$ cat config.mk
export PLATFORM = sky130hd
export DESIGN_NAME = rtc_cal_prescaler
export DESIGN_NICKNAME = d
export VERILOG_FILES = /design/src/rtl/rtc_cal_pkg.sv /design/src/rtl/rtc_cal_regs.sv /design/src/rtl/rtc_corr_sched.sv /design/src/rtl/rtc_div_chain.sv /design/src/rtl/rtc_cal_prescaler.sv
export SDC_FILE = /design/constraint.sdc
export NUM_CORES = 1
export LEC_CHECK = 0
export BUFFER_PORTS_ARGS = -buffer_cell sky130_fd_sc_hd__buf_4
export CAP_MARGIN = 20
export CORE_MARGIN = 2
export CORE_UTILIZATION = 50
export DETAILED_ROUTE_END_ITERATION = 10
export PLACE_DENSITY_LB_ADDON = 0.3
export SYNTH_ARGS = -nofsm -noshare
export SYNTH_HDL_FRONTEND = slang
export SYNTH_SLANG_ARGS = --single-unit
$ cat constraint.sdc
create_clock -name clk -period 5.77 [get_ports clk]
set_input_delay 0.577 -clock clk [delete_from_list [all_inputs] [get_ports clk]]
set_output_delay 0.577 -clock clk [all_outputs]
set_load 0.02 [all_outputs]
$ cat src/rtl/rtc_cal_pkg.sv
package rtc_cal_pkg;
  localparam int TRIM_MAG_W = 5;
  localparam logic [7:0] ADDR_MODE = 8'h00;
  localparam logic [7:0] ADDR_TRIM = 8'h01;
  localparam int MODE_BIT = 0;
  localparam int SIGN_BIT = 5;

  typedef struct packed {
    logic                  sign;
    logic [TRIM_MAG_W-1:0] mag;
  } trim_t;

  // counter increment for one cycle: 0 idle/drop, 1 normal, 2 added count
  function automatic logic [1:0] corr_step(input logic tk, input logic ev, input logic sgn);
    if (!tk) return 2'd0;
    if (!ev) return 2'd1;
    return sgn ? 2'd2 : 2'd0;
  endfunction
endpackage

$ cat src/rtl/rtc_cal_regs.sv
module rtc_cal_regs
  import rtc_cal_pkg::*;
(
  input  logic       clk,
  input  logic       rst_n,
  input  logic       wr_en,
  input  logic [7:0] addr,
  input  logic [7:0] wr_data,
  output logic [7:0] rd_data,
  output logic       trim_mode,
  output trim_t      trim,
  output logic       trim_wr
);
  logic mode_wr;
  assign mode_wr = wr_en && (addr == ADDR_MODE);
  assign trim_wr = wr_en && (addr == ADDR_TRIM) && trim_mode;

  always_ff @(posedge clk or negedge rst_n) begin
    if (!rst_n) begin
      trim_mode <= 1'b0;
      trim      <= '0;
    end else begin
      if (mode_wr) trim_mode <= wr_data[MODE_BIT];
      if (trim_wr) trim <= trim_t'({wr_data[SIGN_BIT], wr_data[TRIM_MAG_W-1:0]});
    end
  end

  always_comb begin
    rd_data = '0;
    if (addr == ADDR_MODE) rd_data[MODE_BIT] = trim_mode;
    else if (addr == ADDR_TRIM) rd_data[SIGN_BIT:0] = trim;
  end

  // trim code cannot change while trim mode is off
  p_trim_locked_r3: assert property (@(posedge clk) disable iff (!rst_n)
    !trim_mode |=> $stable(trim));
endmodule

$ cat src/rtl/rtc_corr_sched.sv
module rtc_corr_sched
  import rtc_cal_pkg::*;
#(
  parameter int WINDOW = 230400
) (
  input  logic                  clk,
  input  logic                  rst_n,
  input  logic                  tick,
  input  logic                  restart,
  input  logic [TRIM_MAG_W-1:0] mag,
  output logic                  corr_event
);
  localparam int WIN_W = $clog2(WINDOW);
  localparam int ACC_W = $clog2(WINDOW + (1 << TRIM_MAG_W));

  logic [WIN_W-1:0] win_cnt;
  logic [ACC_W-1:0] acc, acc_sum;
  logic             win_last;

  assign win_last   = (win_cnt == WIN_W'(WINDOW - 1));
  assign acc_sum    = acc + ACC_W'(mag);
  assign corr_event = tick && !restart && (acc_sum >= ACC_W'(WINDOW));

  always_ff @(posedge clk or negedge rst_n) begin
    if (!rst_n) begin
      win_cnt <= '0;
      acc     <= '0;
    end else if (restart) begin
      win_cnt <= '0;
      acc     <= '0;
    end else if (tick) begin
      win_cnt <= win_last ? '0 : win_cnt + 1'b1;
      acc     <= win_last ? '0 : (corr_event ? acc_sum - ACC_W'(WINDOW) : acc_sum);
    end
  end

  // checker state: events per window and spacing between events
  logic [WIN_W:0] ev_cnt, gap_cnt;
  always_ff @(posedge clk or negedge rst_n) begin
    if (!rst_n) begin
      ev_cnt  <= '0;
      gap_cnt <= '0;
    end else if (restart) begin
      ev_cnt  <= '0;
      gap_cnt <= '0;
    end else if (tick) begin
      ev_cnt  <= win_last ? '0 : ev_cnt + (WIN_W+1)'(corr_event);
      gap_cnt <= (win_last || corr_event) ? '0 : gap_cnt + 1'b1;
    end
  end

  // exactly mag corrections in every full window
  p_count_per_window_r6: assert property (@(posedge clk) disable iff (!rst_n)
    (tick && win_last && !restart) |-> (ev_cnt + (WIN_W+1)'(corr_event)) == (WIN_W+1)'(mag));
  // zero magnitude never corrects
  p_zero_mag_r5: assert property (@(posedge clk) disable iff (!rst_n)
    (mag == '0) |-> !corr_event);
  // spacing of at least floor(WINDOW/mag) ticks
  p_even_spacing_r7: assert property (@(posedge clk) disable iff (!rst_n)
    corr_event |-> ((32'(gap_cnt) + 32'd2) * 32'(mag)) > 32'(WINDOW));
endmodule

$ cat src/rtl/rtc_div_chain.sv
module rtc_div_chain
  import rtc_cal_pkg::*;
#(
  parameter int CNT_W   = 15,
  parameter int TAP_BIT = 5
) (
  input  logic clk,
  input  logic rst_n,
  input  logic tick,
  input  logic corr_event,
  input  logic corr_sign,
  output logic wave_512,
  output logic sec_pulse
);
  localparam int TAP_W = TAP_BIT + 1;

  logic [TAP_W-1:0] tap_cnt;
  logic [CNT_W-1:0] sec_cnt;
  logic [CNT_W:0]   sec_sum;
  logic [1:0]       step;
  logic             wrap;

  assign step    = corr_step(tick, corr_event, corr_sign);
  assign sec_sum = {1'b0, sec_cnt} + (CNT_W+1)'(step);
  assign wrap    = sec_sum[CNT_W];
  assign wave_512 = tap_cnt[TAP_BIT];

  always_ff @(posedge clk or negedge rst_n) begin
    if (!rst_n) begin
      tap_cnt   <= '0;
      sec_cnt   <= '0;
      sec_pulse <= 1'b0;
    end else begin
      if (tick) tap_cnt <= tap_cnt + 1'b1;
      sec_cnt   <= sec_sum[CNT_W-1:0];
      sec_pulse <= wrap;
    end
  end

  // the tap counter ignores corrections
  p_tap_uncorrected_r4: assert property (@(posedge clk) disable iff (!rst_n)
    (tick && corr_event) |=> tap_cnt == $past(tap_cnt) + 1'b1);
  // a second pulse is never longer than one cycle
  p_single_pulse_r8: assert property (@(posedge clk) disable iff (!rst_n)
    sec_pulse |=> !sec_pulse);
endmodule

$ cat src/rtl/rtc_cal_prescaler.sv
module rtc_cal_prescaler
  import rtc_cal_pkg::*;
#(
  parameter int CNT_W   = 15,
  parameter int TAP_BIT = 5,
  parameter int WINDOW  = 230400
) (
  input  logic       clk,
  input  logic       rst_n,
  input  logic       tick,
  input  logic       wr_en,
  input  logic [7:0] addr,
  input  logic [7:0] wr_data,
  output logic [7:0] rd_data,
  input  logic       alarm_hit,
  output logic       acs_out,
  output logic       alarm_en,
  output logic       sec_pulse
);
  logic  trim_mode, trim_wr, corr_event, wave_512;
  trim_t trim;

  rtc_cal_regs u_regs (
    .clk(clk), .rst_n(rst_n), .wr_en(wr_en), .addr(addr), .wr_data(wr_data),
    .rd_data(rd_data), .trim_mode(trim_mode), .trim(trim), .trim_wr(trim_wr)
  );

  rtc_corr_sched #(.WINDOW(WINDOW)) u_sched (
    .clk(clk), .rst_n(rst_n), .tick(tick), .restart(trim_wr),
    .mag(trim.mag), .corr_event(corr_event)
  );

  rtc_div_chain #(.CNT_W(CNT_W), .TAP_BIT(TAP_BIT)) u_div (
    .clk(clk), .rst_n(rst_n), .tick(tick), .corr_event(corr_event),
    .corr_sign(trim.sign), .wave_512(wave_512), .sec_pulse(sec_pulse)
  );

  assign alarm_en = !trim_mode;
  assign acs_out  = trim_mode ? wave_512 : alarm_hit;

  // alarm gated whenever trim mode is on
  p_alarm_gated_r2: assert property (@(posedge clk) disable iff (!rst_n)
    (rd_data[MODE_BIT] && addr == ADDR_MODE) |-> !alarm_en);
endmodule

==> impl_metrics.env <==
export IMPL_ctsResizeCount=0
export IMPL_arrival_ns=4.46
export IMPL_ys_async_sr_fraction=1.00
export IMPL_htreeDepth=3
export IMPL_finalMaxSlewViolations=0
export IMPL_clock_latency_ns=0.34
export IMPL_crit_required_ns=5.99
export IMPL_netlist_instances=375
export IMPL_synth_avg_cell_area_um2=9.48
export IMPL_grt_overflow_total=0
export IMPL_fmax_mhz=236
export IMPL_cts_sinks=65
export IMPL_setup_viol=0
export IMPL_ant_nets=0
export IMPL_cp_start_kind="flip-flop"
export IMPL_ir_worst_vdd_v=0.000110
export IMPL_reg2reg_to="u_div.sec_cnt[12]$_DFF_PN0_"
export IMPL_clock_root_buffer="clkbuf_8"
export IMPL_cap_violations=0
export IMPL_synth_edff_count=0
export IMPL_cts_hold_buffers=0
export IMPL_tightest_slew_ns=0.803
export IMPL_yosys_area_top_type="dfrtp_1"
export IMPL_drt_pass1_iter_count=4
export IMPL_maxSlewHeadroom=0.465
export IMPL_antenna_found_initial=0
export IMPL_power_per_cell_area_nw_per_um2=255
export IMPL_grt_pass1_vias=2706
export IMPL_ys_seq_area_frac=0.458
export IMPL_grt_max_degree=66
export IMPL_hold_viol=0
export IMPL_die_area_um2=7800
export IMPL_num_antenna_cells=0
export IMPL_chipWidth_um=88.3
export IMPL_fin_setup_tns_ns=0
export IMPL_finalInstanceArea_um2=4000
export IMPL_drt_vias_per_instance=5.58
export IMPL_post_route_period_util=0.735
export IMPL_r2r_cells=17
export IMPL_io_buffers=27
export IMPL_start_util=0.520
export IMPL_dr_total_vias=2801
export IMPL_drtIter0Drc=165
export IMPL_hp_class="input pin to asynchronous set/reset pin"
export IMPL_cp_end_kind="flip-flop"
export IMPL_ys_ff_latch=65
export IMPL_ys_types=54
export IMPL_skew_ns=0.00715
export IMPL_globalRouteTotalUtil=0.203
export IMPL_critPathMaxFanout=8
export IMPL_synth_top_area_frac=0.458
export IMPL_rsz0062_at_grt="false"
export IMPL_wl_per_cell_um=14.3
export IMPL_synthFlopType="dfrtp_1"
export IMPL_rrSetupSlack_ns=1.53
export IMPL_status="complete, no violations"
export IMPL_cts_buffers_inserted=9
export IMPL_cts_tree="yes"
export IMPL_dpl_worst_slack_ns=1.55
export IMPL_finalWirelength_um=7170
export IMPL_r2r_start="u_regs.trim[0]$_DFFE_PN0P_"
export IMPL_fin_ws_ns=1.53
export IMPL_cts_buffer_depth=2
export IMPL_dpl_hpwl_um=4900
export IMPL_fin_crit_ns=4.24
export IMPL_crit_type="flip-flop to flip-flop"
export IMPL_nNetsFinal=436
export IMPL_die_h_um=88.3
export IMPL_grt_pass1_wl_um=12300
export IMPL_ioPinCount=32
export IMPL_p_leak_nw=1.84
export IMPL_path_clk_slew_ns=0.07
export IMPL_synth_area_top_cells="dfrtp_1 46%, nand2_1 6.4%, xnor2_1 4.2%, o21ai_0 4.1%, xor2_1 3.5%"
export IMPL_cts_setup_buffers=0
export IMPL_syn_area_um2=3550
export IMPL_rows=30
export IMPL_drc=0
export IMPL_final_common_cell="dfrtp_1"
export IMPL_yosysWarnings=0
export IMPL_final_cell_mix="65 x dfrtp_1, 61 x nand2_1, 29 x o21ai_0, 29 x buf_4, 26 x nor2_1"
export IMPL_core_um2=6830
export IMPL_drive_gt1_frac=0.138
export IMPL_area_delta_synth_final_pct=12.7
export IMPL_placed_cell_area_um2=3850
export IMPL_gp_congestion=0.780
-- layout make-up --
cell class	instances	area, um^2
fill	604	2830
multi-input combinational	292	1860
timing repair buffer	29	218
inverter	7	26.3
sequential	65	1630
clock buffer	12	145
clock inverter	1	5.00
tap	96	120
-- stage by stage --
step | cells | utilization | hold WS, ns | total power, mW
finish | 502 | 0.586 | 0.327 | 1.02
global route | 502 | 0.586 | 0.400 | 1.08
CTS | 502 | 0.586 | 0.361 | 1.03
detailed placement | 489 | 0.564 | 0.464 | 0.711
global placement | 489 | 0.564 | 0.451 | 0.699
floorplan | 376 | - | 0.281 | 0.659
-- layer usage --
| metal | track usage | share of wire | vias up |
|---|---|---|---|
| li1 | - | - | 1387 |
| met3 | 0.0597 | 0.059 | 10 |
| met2 | 0.314 | 0.46 | 77 |
| met1 | 0.268 | 0.47 | 1327 |
| met4 | 0.0813 | 0.017 | 0 |
| met5 | 0 | 0 | - |
-- sequential cells by signal, summed over array words and instances (netlist names) --
signal,cells
u_div.sec_cnt,15
u_div.sec_pulse,1
u_div.tap_cnt,6
u_regs.trim,6
u_regs.trim_mode,1
u_sched.acc,18
u_sched.win_cnt,18
-- report_power, final --
group	total [mW]	internal, mW	leakage, nW	switching [mW]
registers	0.564	0.513	0.879	0.0510
clock network	0.318	0.160	0.0782	0.158
logic	0.138	0.0686	0.886	0.0693
total	1.02	0.741	1.84	0.279
-- cell usage after synthesis, drive strengths merged (4+ instances only) --
library cell and n:
nand4 12, a22o 4, inv 7, o31ai 5, buf 4, dfrtp 65
clkbuf 8, and2 4, a21o 6, xnor2 17, xor2 14, nand3 18
mux2 4, and3 16, ha 9, nand2 61, o21ai 33, nor3 6
nor2 27, a21oi 14
-- how the worst max path moves through the flow --
stage	start	to	slack (ns)	depth (start not counted)
global placement	u_regs.trim[0]$_DFFE_PN0P_	u_div.sec_cnt[14]$_DFF_PN0_	1.60	17
detailed placement	u_regs.trim[0]$_DFFE_PN0P_	u_div.sec_cnt[12]$_DFF_PN0_	1.55	17
floorplan	u_regs.trim[0]$_DFFE_PN0P_	u_div.sec_cnt[12]$_DFF_PN0_	1.98	17
CTS	u_regs.trim[0]$_DFFE_PN0P_	u_div.sec_cnt[14]$_DFF_PN0_	1.52	17
finish	u_regs.trim[0]$_DFFE_PN0P_	u_div.sec_cnt[12]$_DFF_PN0_	1.53	17
global route	u_regs.trim[0]$_DFFE_PN0P_	u_div.sec_cnt[14]$_DFF_PN0_	1.22	17
-- kinds of logic after synthesis --
group,after synthesis,share of synthesized area
adders and majority gates,11,0.0430
and+or+nand+nor,161,0.227
muxes,6,0.0183
AOI/OAI and AO/OA,81,0.154
other,1,0.00106
DFF,65,0.458
buffers and inverters,19,0.0225
xor gates and xnor gates,31,0.0764
-- worst max-delay path: stages, from the launching register on --
cell and delay [ns]:
dfrtp_1 0.40, ha_1 0.23, fa_1 0.43, a211o_1 0.33
a21o_4 0.26, a211oi_4 0.28, nand3_2 0.13, nor4b_4 0.33
nor2_1 0.16, nor2_1 0.12, ha_1 0.17, inv_1 0.05
fa_1 0.39, nor2b_1 0.17, nand4_1 0.24, nor2_1 0.21
nand2_1 0.08, xnor2_1 0.12
No activity file was read; power rests on OpenSTA's default activity.
